--- src/rtl/nand_seq_pkg.sv ---
package nand_seq_pkg;

  typedef enum logic [2:0] {
    P_CMD1  = 3'd0,
    P_ADDR  = 3'd1,
    P_WDATA = 3'd2,
    P_CMD2  = 3'd3,
    P_WAIT  = 3'd4,
    P_RDATA = 3'd5,
    P_DONE  = 3'd6,
    P_IDLE  = 3'd7
  } phase_t;

  localparam logic [4:0] RG_CMD    = 5'd0;
  localparam logic [4:0] RG_ADRLO  = 5'd1;
  localparam logic [4:0] RG_ADRHI  = 5'd2;
  localparam logic [4:0] RG_COUNT  = 5'd3;
  localparam logic [4:0] RG_TIMING = 5'd4;
  localparam logic [4:0] RG_OP     = 5'd5;
  localparam logic [4:0] RG_STATUS = 5'd6;

  localparam logic [11:0] TIMING_RST = 12'h375;

endpackage

--- src/rtl/nand_seq_sync.sv ---
module nand_seq_sync (
  input  logic clk,
  input  logic rst,
  input  logic d,
  output logic q
);
  logic meta;

  always_ff @(posedge clk) begin
    if (rst) begin
      meta <= 1'b1;
      q    <= 1'b1;
    end else begin
      meta <= d;
      q    <= meta;
    end
  end
endmodule

--- src/rtl/nand_seq_buf.sv ---
module nand_seq_buf #(
  parameter int DEPTH = 16,
  parameter int AW    = $clog2(DEPTH)
) (
  input  logic          clk,
  input  logic          we,
  input  logic [AW-1:0] waddr,
  input  logic [7:0]    wdata,
  input  logic [AW-1:0] ra_addr,
  output logic [7:0]    ra_data,
  input  logic [AW-1:0] rb_addr,
  output logic [7:0]    rb_data
);
  logic [7:0] mem [DEPTH];

  always_ff @(posedge clk) begin
    if (we) mem[waddr] <= wdata;
    ra_data <= mem[ra_addr];
    rb_data <= mem[rb_addr];
  end
endmodule

--- src/rtl/nand_seq_engine.sv ---
module nand_seq_engine
  import nand_seq_pkg::*;
#(
  parameter int BUF_DEPTH = 16,
  parameter int CHIPS     = 4,
  parameter int GUARD     = 4,
  parameter int CW        = $clog2(BUF_DEPTH + 1),
  parameter int AW        = $clog2(BUF_DEPTH)
) (
  input  logic             clk,
  input  logic             rst,
  input  logic             start,
  input  logic [11:0]      op_in,
  input  logic [15:0]      cmd,
  input  logic [63:0]      addr,
  input  logic [CW-1:0]    count,
  input  logic [11:0]      timing,
  input  logic             rb_ready,
  input  logic [7:0]       io_in,
  input  logic [7:0]       buf_rdata,
  output logic [AW-1:0]    buf_raddr,
  output logic             cap_we,
  output logic [AW-1:0]    cap_addr,
  output logic [7:0]       cap_data,
  output logic             idle,
  output logic             cle,
  output logic             ale,
  output logic             we_n,
  output logic             re_n,
  output logic [7:0]       io_out,
  output logic             io_oe,
  output logic [CHIPS-1:0] ce_n
);
  localparam int TW = ($clog2(GUARD + 1) > 4) ? $clog2(GUARD + 1) : 4;

  phase_t          ph_q, ph_n;
  logic            low_q, low_n;
  logic [TW-1:0]   t_q, t_n;
  logic [CW-1:0]   b_q, b_n, last_c;
  logic [1:0]      cs_q, cs_n;
  logic [11:0]     op_q, op_sel;
  logic [5:0]      en;
  logic            take, enter, cap, wsel_q;
  logic [7:0]      io_q, byte_n;

  function automatic logic [TW-1:0] ld(input logic [3:0] x);
    return (x == 4'd0) ? '0 : TW'(x - 4'd1);
  endfunction

  function automatic phase_t first_from(input logic [2:0] s, input logic [5:0] e);
    phase_t r;
    r = P_DONE;
    for (int i = 5; i >= 0; i--)
      if (e[i] && (i >= int'(s))) r = phase_t'(3'(i));
    return r;
  endfunction

  function automatic logic is_wr(input phase_t p);
    return (p == P_CMD1) || (p == P_ADDR) || (p == P_WDATA) || (p == P_CMD2);
  endfunction

  assign take   = start && (ph_q == P_IDLE);
  assign op_sel = take ? op_in : op_q;
  assign en = {op_sel[1] && (count != '0), op_sel[2], op_sel[3],
               op_sel[4] && (count != '0), op_sel[5] && (op_sel[11:9] != 3'd0),
               op_sel[6]};

  always_comb begin
    case (ph_q)
      P_CMD1, P_CMD2: last_c = CW'(1);
      P_ADDR:         last_c = CW'(op_q[11:9]);
      default:        last_c = count;
    endcase
  end

  always_comb begin
    ph_n  = ph_q;
    low_n = low_q;
    t_n   = t_q;
    b_n   = b_q;
    cs_n  = cs_q;
    enter = 1'b0;
    cap   = 1'b0;
    case (ph_q)
      P_IDLE: if (take) begin
        cs_n  = op_in[8:7];
        ph_n  = first_from(3'd0, en);
        enter = 1'b1;
      end
      P_DONE: ph_n = P_IDLE;
      P_WAIT: begin
        if (t_q != '0) t_n = t_q - 1'b1;
        else if (rb_ready) begin
          ph_n  = first_from(3'd5, en);
          enter = 1'b1;
        end
      end
      default: begin
        if (t_q != '0) t_n = t_q - 1'b1;
        else if (low_q) begin
          low_n = 1'b0;
          t_n   = ld(timing[11:8]);
          cap   = (ph_q == P_RDATA);
        end else if (b_q == last_c - 1'b1) begin
          ph_n  = first_from(3'(ph_q) + 3'd1, en);
          enter = 1'b1;
        end else begin
          b_n   = b_q + 1'b1;
          low_n = 1'b1;
          t_n   = (ph_q == P_RDATA) ? ld(timing[7:4]) : ld(timing[3:0]);
        end
      end
    endcase
    if (enter) begin
      low_n = 1'b1;
      b_n   = '0;
      if (ph_n == P_WAIT)       t_n = TW'(GUARD - 1);
      else if (ph_n == P_RDATA) t_n = ld(timing[7:4]);
      else                      t_n = ld(timing[3:0]);
    end
  end

  always_comb begin
    case (ph_n)
      P_CMD1:  byte_n = cmd[7:0];
      P_CMD2:  byte_n = cmd[15:8];
      P_ADDR:  byte_n = addr[{b_n[2:0], 3'b000} +: 8];
      default: byte_n = 8'h00;
    endcase
  end

  always_ff @(posedge clk) begin
    if (rst) begin
      ph_q   <= P_IDLE;
      low_q  <= 1'b0;
      t_q    <= '0;
      b_q    <= '0;
      cs_q   <= '0;
      op_q   <= '0;
      cle    <= 1'b0;
      ale    <= 1'b0;
      we_n   <= 1'b1;
      re_n   <= 1'b1;
      io_q   <= '0;
      io_oe  <= 1'b0;
      wsel_q <= 1'b0;
      ce_n   <= '1;
    end else begin
      ph_q   <= ph_n;
      low_q  <= low_n;
      t_q    <= t_n;
      b_q    <= b_n;
      cs_q   <= cs_n;
      op_q   <= op_sel;
      cle    <= (ph_n == P_CMD1) || (ph_n == P_CMD2);
      ale    <= (ph_n == P_ADDR);
      we_n   <= !(low_n && is_wr(ph_n));
      re_n   <= !(low_n && (ph_n == P_RDATA));
      io_q   <= byte_n;
      io_oe  <= is_wr(ph_n);
      wsel_q <= (ph_n == P_WDATA);
      ce_n   <= ((ph_n == P_IDLE) || (ph_n == P_DONE)) ? '1 : ~(CHIPS'(1) << cs_n);
    end
  end

  assign idle      = (ph_q == P_IDLE);
  assign io_out    = wsel_q ? buf_rdata : io_q;
  assign buf_raddr = b_n[AW-1:0];
  assign cap_we    = cap;
  assign cap_addr  = b_q[AW-1:0];
  assign cap_data  = io_in;


  latch_excl_chk: assert property (@(posedge clk) disable iff (rst) !(cle && ale));

  strobe_excl_chk: assert property (@(posedge clk) disable iff (rst) !(!we_n && !re_n));

  ce_single_chk: assert property (@(posedge clk) disable iff (rst) $countones(~ce_n) <= 1);

  ce_idle_chk: assert property (@(posedge clk) disable iff (rst) (ph_q == P_IDLE) |-> (&ce_n));

  read_no_drive_chk: assert property (@(posedge clk) disable iff (rst) !re_n |-> !io_oe);

  wait_hold_chk: assert property (@(posedge clk) disable iff (rst)
    (ph_q == P_WAIT && !rb_ready) |=> (ph_q == P_WAIT));

  busy_start_chk: assert property (@(posedge clk) disable iff (rst)
    (ph_q != P_IDLE && start) |=> $stable(cs_q));
endmodule

--- src/rtl/nand_op_seq.sv ---
module nand_op_seq
  import nand_seq_pkg::*;
#(
  parameter int BUF_DEPTH = 16,
  parameter int CHIPS     = 4,
  parameter int GUARD     = 4
) (
  input  logic             clk,
  input  logic             rst,
  input  logic             reg_we,
  input  logic [4:0]       reg_addr,
  input  logic [31:0]      reg_wdata,
  output logic [31:0]      reg_rdata,
  input  logic             nand_rb_n,
  input  logic [7:0]       nand_io_in,
  output logic [7:0]       nand_io_out,
  output logic             nand_io_oe,
  output logic             nand_cle,
  output logic             nand_ale,
  output logic             nand_we_n,
  output logic             nand_re_n,
  output logic [CHIPS-1:0] nand_ce_n
);
  localparam int CW = $clog2(BUF_DEPTH + 1);
  localparam int AW = $clog2(BUF_DEPTH);

  logic [15:0]   cmd_q;
  logic [31:0]   alo_q, ahi_q, rdata_q;
  logic [CW-1:0] cnt_q;
  logic [11:0]   tim_q;
  logic          idle, rb_ready, start, bsel_q;
  logic          cap_we, buf_we;
  logic [AW-1:0] cap_addr, eng_raddr, buf_waddr;
  logic [7:0]    cap_data, buf_wdata, eng_rdata, sw_rdata;

  assign start = reg_we && (reg_addr == RG_OP);

  always_ff @(posedge clk) begin
    if (rst) begin
      cmd_q <= '0;
      alo_q <= '0;
      ahi_q <= '0;
      cnt_q <= '0;
      tim_q <= TIMING_RST;
    end else if (reg_we && !reg_addr[4]) begin
      case (reg_addr)
        RG_CMD:    cmd_q <= reg_wdata[15:0];
        RG_ADRLO:  alo_q <= reg_wdata;
        RG_ADRHI:  ahi_q <= reg_wdata;
        RG_COUNT:  cnt_q <= (reg_wdata > 32'(BUF_DEPTH)) ? CW'(BUF_DEPTH) : reg_wdata[CW-1:0];
        RG_TIMING: tim_q <= reg_wdata[11:0];
        default: ;
      endcase
    end
  end

  always_ff @(posedge clk) begin
    if (rst) begin
      rdata_q <= '0;
      bsel_q  <= 1'b0;
    end else begin
      bsel_q <= reg_addr[4];
      case (reg_addr)
        RG_CMD:    rdata_q <= {16'h0, cmd_q};
        RG_ADRLO:  rdata_q <= alo_q;
        RG_ADRHI:  rdata_q <= ahi_q;
        RG_COUNT:  rdata_q <= 32'(cnt_q);
        RG_TIMING: rdata_q <= {20'h0, tim_q};
        RG_STATUS: rdata_q <= {31'h0, idle};
        default:   rdata_q <= '0;
      endcase
    end
  end

  assign reg_rdata = bsel_q ? {24'h0, sw_rdata} : rdata_q;

  assign buf_we    = cap_we || (reg_we && reg_addr[4] && idle);
  assign buf_waddr = cap_we ? cap_addr : reg_addr[AW-1:0];
  assign buf_wdata = cap_we ? cap_data : reg_wdata[7:0];

  nand_seq_sync rb_sync_i (
    .clk (clk),
    .rst (rst),
    .d   (nand_rb_n),
    .q   (rb_ready)
  );

  nand_seq_buf #(.DEPTH(BUF_DEPTH), .AW(AW)) buf_i (
    .clk     (clk),
    .we      (buf_we),
    .waddr   (buf_waddr),
    .wdata   (buf_wdata),
    .ra_addr (eng_raddr),
    .ra_data (eng_rdata),
    .rb_addr (reg_addr[AW-1:0]),
    .rb_data (sw_rdata)
  );

  nand_seq_engine #(
    .BUF_DEPTH (BUF_DEPTH),
    .CHIPS     (CHIPS),
    .GUARD     (GUARD),
    .CW        (CW),
    .AW        (AW)
  ) eng_i (
    .clk       (clk),
    .rst       (rst),
    .start     (start),
    .op_in     (reg_wdata[11:0]),
    .cmd       (cmd_q),
    .addr      ({ahi_q, alo_q}),
    .count     (cnt_q),
    .timing    (tim_q),
    .rb_ready  (rb_ready),
    .io_in     (nand_io_in),
    .buf_rdata (eng_rdata),
    .buf_raddr (eng_raddr),
    .cap_we    (cap_we),
    .cap_addr  (cap_addr),
    .cap_data  (cap_data),
    .idle      (idle),
    .cle       (nand_cle),
    .ale       (nand_ale),
    .we_n      (nand_we_n),
    .re_n      (nand_re_n),
    .io_out    (nand_io_out),
    .io_oe     (nand_io_oe),
    .ce_n      (nand_ce_n)
  );
endmodule

--- config.mk ---
export PLATFORM = sky130hd
export DESIGN_NAME = nand_op_seq
export DESIGN_NICKNAME = d
export VERILOG_FILES = /design/src/rtl/nand_seq_pkg.sv /design/src/rtl/nand_seq_sync.sv /design/src/rtl/nand_seq_buf.sv /design/src/rtl/nand_seq_engine.sv /design/src/rtl/nand_op_seq.sv
export SDC_FILE = /design/constraint.sdc
export NUM_CORES = 1
export LEC_CHECK = 0
export BUFFER_PORTS_ARGS = -buffer_cell sky130_fd_sc_hd__buf_2
export CAP_MARGIN = 15
export CORE_MARGIN = 1.5
export CORE_UTILIZATION = 55
export CTS_BUF_LIST = sky130_fd_sc_hd__clkbuf_4 sky130_fd_sc_hd__clkbuf_8 sky130_fd_sc_hd__clkbuf_16
export DETAILED_ROUTE_END_ITERATION = 10
export GPL_TIMING_DRIVEN = 0
export PLACE_DENSITY_LB_ADDON = 0.2
export SYNTH_ARGS = -nofsm -noshare
export SYNTH_HDL_FRONTEND = slang
export SYNTH_HIERARCHICAL = 1
export SYNTH_SLANG_ARGS = --single-unit
--- constraint.sdc ---
create_clock -name clk -period 12.1 [get_ports clk]
set_input_delay 0.605 -clock clk [delete_from_list [all_inputs] [get_ports clk]]
set_output_delay 0.605 -clock clk [all_outputs]
set_load 0.05 [all_outputs]
Word-level counts from Yosys, hierarchy flattened
Memory sizes are Yosys's and may differ from the RTL's. A register that Yosys moved wholly into a read port is not among the register bits.
Index checks and enable logic that the tools add are counted.
{ "word_totals": {"romBits": 0, "input_bits": 49, "ramBits": 128, "n_memories": 1, "wordCells": 180, "latchBits": 0, "ff_bits": 177} }
{ "mem_list": {"columns": ["memory", "depth", "word_bits", "read_ports", "rd_ports_with_merged_regs", "write_ports", "line", "text"], "rows": [
  ["buf_i.mem", 16, 8, 2, 2, 1, "nand_seq_buf.sv:14", "logic [7:0] mem [DEPTH];"]
]} }
{ "op_classes": {"n_eq_ne": 23, "div": 0, "order_cmp": 7, "addsub": 7, "n_reduce_logical": 46, "multipliers": 0, "n_bitwise": 5, "n_shift": 2, "n_mux": 64} }
{ "op_table": {"columns": ["cell", "n"], "rows": [
  ["one-hot mux 32 bit (6 select lines)", 1],
  ["two-way mux 4 bit", 17],
  ["variable part select 64 x 7 -> 8 bit", 1],
  ["two-way mux 3 bit", 15],
  ["greater-than comparator 32 x 5 -> 1 bit (second input constant)", 1],
  ["two-way mux 32 bit", 1],
  ["== test 3 bit (second input constant)", 8],
  ["one-hot mux 8 bit (3 select lines)", 1],
  ["logical AND 1 bit", 16],
  ["two-way mux 1 bit", 16],
  ["two-way mux 8 bit", 2],
  ["subtractor 4 x 1 -> 4 bit (second input constant)", 4],
  ["== test 5 x 3 -> 1 bit (second input constant)", 3],
  ["logical NOT 4 bit", 3],
  ["two-way mux 12 bit", 1],
  ["== test 5 x 2 -> 1 bit (second input constant)", 2],
  ["two-way mux 2 bit", 5],
  ["one-hot mux 5 bit (2 select lines)", 1],
  ["AND reduction 2 bit", 5],
  ["== test 3 x 2 -> 1 bit (second input constant)", 3],
  ["one-hot mux 3 bit (3 select lines)", 1],
  ["one-hot mux 4 bit (2 select lines)", 1],
  ["OR reduction 2 bit", 4],
  ["== test 3 x 1 -> 1 bit (second input constant)", 2],
  ["26 further kinds", 40]
]} }

Longest topological paths before layout
{ "logic_depth": {"word_depth": 22, "mapped_depth": 18, "mapped_depth_nobuf": 16} }

Cells and area by module
The synthesis kept the hierarchy.
{ "modules_own_cells": {"columns": ["module", "n_inst", "seq_area_each_um2", "cells_per_inst", "area_each_um2"], "rows": [
  ["nand_seq_buf", 1, 4164.0, 307, 6344.8],
  ["nand_op_seq", 1, 2602.5, 633, 5305.1],
  ["nand_seq_engine", 1, 840.8, 479, 3689.8],
  ["nand_seq_sync", 1, 40.0, 4, 52.6]
]} }

Worst setup path after synthesis
OpenSTA, ideal clock, no wires.
{ "synth_timing": {"path_type": "register to register", "from": "register eng_i.ph_q[0]", "to": "register buf_i.ra_data[1], read port of buf_i.mem", "synth_period_minus_slack_ps": 4230, "t_arrival_ps": 4110, "stages_incl_launch_ff": 18, "slack_ps": 7870, "required_ps": 11980, "setup_time_ps": 120, "path_cell_list": "dfxtp_1 > ha_1 > ha_1 > inv_1 > a22o_1 > ha_1 > nand2_1 > o41ai_2 > a311o_2 > nand4_2 > o21ai_0 > o21ai_1 > clkbuf_1 > buf_6 > buf_6 > mux4_1 > a22oi_1 > nand2_1"} }
{ "synth_between": {"elab_chain_len": 10, "elab_cells_between_ends": 22, "classes_between": "add/sub: 1; eq/ne: 6; mux: 11; reduce/logical: 4"} }
{ "synth_rtl": {"columns": ["item", "line", "text"], "rows": [
  ["from (decl)", "nand_seq_engine.sv:36", "phase_t ph_q, ph_n;"],
  ["from (signal assigned)", "nand_seq_engine.sv:149", "ph_q <= ph_n;"],
  ["== test 3 x 2 -> 1 bit or logical NOT 3 bit (tied branches)", "nand_seq_engine.sv:69", "case (ph_q)"],
  ["OR reduction 2 bit", "nand_seq_engine.sv:69", null],
  ["one-hot mux 5 bit (2 select lines)", "nand_seq_engine.sv:69", null],
  ["subtractor 5 x 1 -> 5 bit", "nand_seq_engine.sv:104", "end else if (b_q == last_c - 1'b1) begin"],
  ["== test 5 bit", "nand_seq_engine.sv:104", null],
  ["two-way mux 1 bit or two-way mux 4 bit (tied branches)", "nand_seq_engine.sv:104", null],
  ["two-way mux 1 bit or two-way mux 4 bit (tied branches)", "nand_seq_engine.sv:100", "else if (low_q) begin"],
  ["two-way mux 1 bit or two-way mux 4 bit (tied branches)", "nand_seq_engine.sv:99", "if (t_q != '0) t_n = t_q - 1'b1;"],
  ["one-hot mux 1 bit (3 select lines) or two-way mux 4 bit (tied branches)", "nand_seq_engine.sv:84", "case (ph_q)"],
  ["two-way mux 4 bit (*)", "nand_seq_engine.sv:114", "if (enter) begin"],
  ["named net eng_raddr[0]", "nand_op_seq.sv:33", "logic [AW-1:0] cap_addr, eng_raddr, buf_waddr;"],
  ["to (decl)", "nand_seq_buf.sv:10", "output logic [7:0] ra_data,"]
]} }
The timed path passes the listed nets; every way through them passes the cells marked *.
A chain may end at the register's enable or synchronous reset.

Final worst setup path
{ "layout_timing": {"from": "register eng_i.ph_q[0]", "to": "register buf_i.ra_data[4], read port of buf_i.mem"} }
Same word-level chain as after synthesis.

==> results.yml <==
routing:
  route.detailed.wl_per_inst_um: 24.5
  ant_nets: 0
  wirelength_mm: 47.9
  first_iter_violations: 1838
  drc: 0
  viasPerCell: 6.49
  dr.pass1.iters: 9
  vias: 12700
worst_setup_path:
  cp.required_ns: 12.49
  critPathMaxFanout: 10
  path_delay_family: "compound AO/OA/AOI/OAI gates"
  crit_chain: "inv_1 -> ha_1 -> o21bai_2 -> a22o_1 -> ha_1 -> nand2_1 -> o41ai_2 -> a22oi_1 -> nand4_2 -> o21ai_0 -> o21ai_1 -> clkbuf_1 -> buf_6 -> buf_6 -> mux4_1 -> a22oi_1 -> nand2_1"
  endpoint_kind: "flip-flop"
  worstSetupPathType: "reg2reg"
  worstPathArrival_ns: 6.07
  cp_num_buf_inv: 4
  startpoint_type: "flip-flop"
  critPathSlowestCell: "o21ai_1"
  crit_path_max_incr_delay_ns: 0.65
sta:
  min_period_ns: 5.68
  final_hold_viol_count: 0
  setup_viol: 0
  skew_ns: 0.0110
  hold_slack_ns: 0.264
  period_share_pct: 47.0
  slew_headroom_pct: 37.7
  tightest_slew_ns: 0.925
  maxSlewViolCount: 0
  rsz0062_at_grt: "no"
  tns_ns: 0
  fmax_ghz: 0.176
grt:
  grt_pass1_wl_mm: 71.4
  grt_pass1_vias: 11700
  grt_start_max_net_pins: 17
  grt_usage_pct: 33.2
  antenna_found_initial: 2
  overflow: 0
hold_path:
  min_path_type: "in2reg"
power_and_ir_drop:
  vdd_drop_max_uv: 185
  p_leak_uw: 0.00619
  p_per_area_mw_per_mm2: 160
synthesis:
  synth_cell_types: 94
  synth_edf_count: 128
  syn-cell-area_mm2: 0.0154
  synthTopCellsByArea: "edfxtp_1 25%, dfxtp_1 25%, nand2_1 5.6%, mux4_2 5.0%, mux4_1 4.8%"
  yosys.area.top_type: "edfxtp_1"
  syn_area_per_cell_um2: 10.8
  netlist_instances: 1423
  ys_seq_area_share_pct: 49.7
  syn_nets: 1484
  ys_warn_count: 6
  synthArstFlopShare_pct: 0
  synth_top_area_share_pct: 25.0
  ys_ff_latch: 318
  ys.flop_type: "dfxtp_1"
layout:
  drive_gt1_share_pct: 19.3
  finalNetCount: 1612
  layout_commonest_cell: "nand2_1"
  final_cell_mix: "230 x nand2_1, 190 x dfxtp_1, 141 x a21oi_1, 128 x edfxtp_1, 111 x buf_2"
  nFillCells: 2256
  synthToLayoutAreaGrowth_pct: 13.3
  final_core_utilization_pct: 63.1
  antennaDiodeCount: 0
clock_tree:
  cts_buffer_depth: 3
  clkTransAtPathRegs_ns: 0.06
  ctsHoldBuffers: 0
  cts_tree: "yes"
  post_cts_buffers: 0
  cts_resized: 0
  h-tree-depth: 2
  cts_root_buffer: "clkbuf_16"
  cts_sinks: 318
  cts_buffers: 35
  worstSkewPairLatency_ns: 0.52
floorplanning:
  dieArea_mm2: 0.0290
  core-area_mm2: 0.0276
  die_h_um: 170
  start_util_pct: 55.7
  dieWidth_um: 170
  top_level_ports: 98
  num_rows: 61
placement:
  dp_hpwl_mm: 35.2
  routabilityCongestion: 1.02
  io_buffer_count: 87
run_status:
  status: "completed"
run:
  maxCapViolations: 0
==> flip-flops by register name, indices dropped and copies added (netlist names), 2 cells and up <==
| name | count |
|---|---|
| ahi_q | 32 |
| alo_q | 32 |
| buf_i/mem | 128 |
| buf_i/ra_data | 8 |
| buf_i/rb_data | 8 |
| cmd_q | 16 |
| cnt_q | 5 |
| eng_i/b_q | 5 |
| eng_i/ce_n | 4 |
| eng_i/cs_q | 2 |
| eng_i/io_q | 8 |
| eng_i/op_q | 9 |
| eng_i/ph_q | 3 |
| eng_i/t_q | 4 |
| rdata_q | 32 |
| tim_q | 12 |
==> power breakdown <==
| group | switching (uW) | total, uW | internal (uW) |
|---|---|---|---|
| Clock | 430 | 1030 | 604 |
| Combinational | 351 | 586 | 235 |
| Sequential | 19.7 | 1170 | 1150 |
==> worst reg2reg max path, cell delays in order, from the launching register on <==
cell      delay (ns)
dfxtp_1         0.50
inv_1           0.15
ha_1            0.32
o21bai_2        0.29
a22o_1          0.29
ha_1            0.26
nand2_1         0.08
o41ai_2         0.27
a22oi_1         0.17
nand4_2         0.24
o21ai_0         0.22
o21ai_1         0.65
clkbuf_1        0.57
buf_6           0.22
buf_6           0.19
mux4_1          0.62
a22oi_1         0.43
nand2_1         0.09
==> synth_stat cells, drive strengths merged, types with 5 or more instances <==
cell type / number
a211oi: 5
a21oi: 142
a222oi: 11
a22o: 15
a22oi: 67
a31oi: 13
and2: 5
and3: 8
buf: 54
clkbuf: 45
clkdlybuf4s25: 6
dfxtp: 190
edfxtp: 128
ha: 12
inv: 14
mux2: 33
mux2i: 16
mux4: 64
nand2: 230
nand2b: 7
nand3: 37
nand3b: 7
nand4: 7
nor2: 76
nor2b: 37
nor3: 28
nor3b: 6
nor4: 7
nor4b: 7
o211ai: 6
o21ai: 53
o21bai: 8
o31ai: 5
or4: 5
==> routing by layer <==
metal	GRT usage (%)	wire, um	vias up
met5	0	28	-
met4	13.6	2180	4
met3	5.70	4960	145
met2	53.2	22000	759
met1	44.9	18800	6146
li1	-	-	5615
==> logic make-up after synthesis <==
kind of cell    count (synthesis)  share of synthesized area (%)
compound gates                368                           15.6
xor+xnor                        6                          0.341
fa+ha+maj                      12                          0.975
flops                         318                           49.7
buf+inv                       119                           4.34
simple gates                  487                           15.5
mux                           113                           13.5
==> layout make-up <==
class | count | area, um2 | share of cell area [%]
Buffer | 105 | 616 | 3.53
Clock buffer | 47 | 997 | 5.72
Clock inverter | 14 | 116 | 0.667
Inverter | 14 | 52.6 | 0.301
Multi-Input combinational cell | 986 | 7080 | 40.6
Sequential cell | 318 | 7650 | 43.8
Tap cell | 378 | 473 | 2.71
Timing Repair Buffer | 91 | 465 | 2.67
==> stage by stage <==
step | instance area (um2) | setup WS, ns | instances | power [uW]
after floorplan | 15400 | 7.87 | 1423 | 1610
after global placement | 16300 | 6.65 | 1888 | 1750
after detailed placement | 16300 | 6.55 | 1890 | 1760
after CTS | 17400 | 6.54 | 1951 | 2780
after global routing | 17400 | 6.14 | 1953 | 2880
final | 17400 | 6.42 | 1953 | 2790
==> worst paths after layout <==
| kind | startpoint | end | slack, ns | cells after the start |
|---|---|---|---|---|
| worst min-delay path | nand_rb_n | rb_sync_i/meta$_SDFF_PP1_ | 0.26 | 2 |
| worst max register to register | eng_i/ph_q[0]$_SDFF_PP1_ | buf_i/ra_data[4]$_DFF_P_ | 6.42 | 17 |
| worst min register to register | rb_sync_i/meta$_SDFF_PP1_ | rb_sync_i/q$_SDFF_PP1_ | 0.41 | 1 |
| worst max-delay path | eng_i/ph_q[0]$_SDFF_PP1_ | buf_i/ra_data[4]$_DFF_P_ | 6.42 | 17 |
No activity file was read; power rests on OpenSTA's default activity.
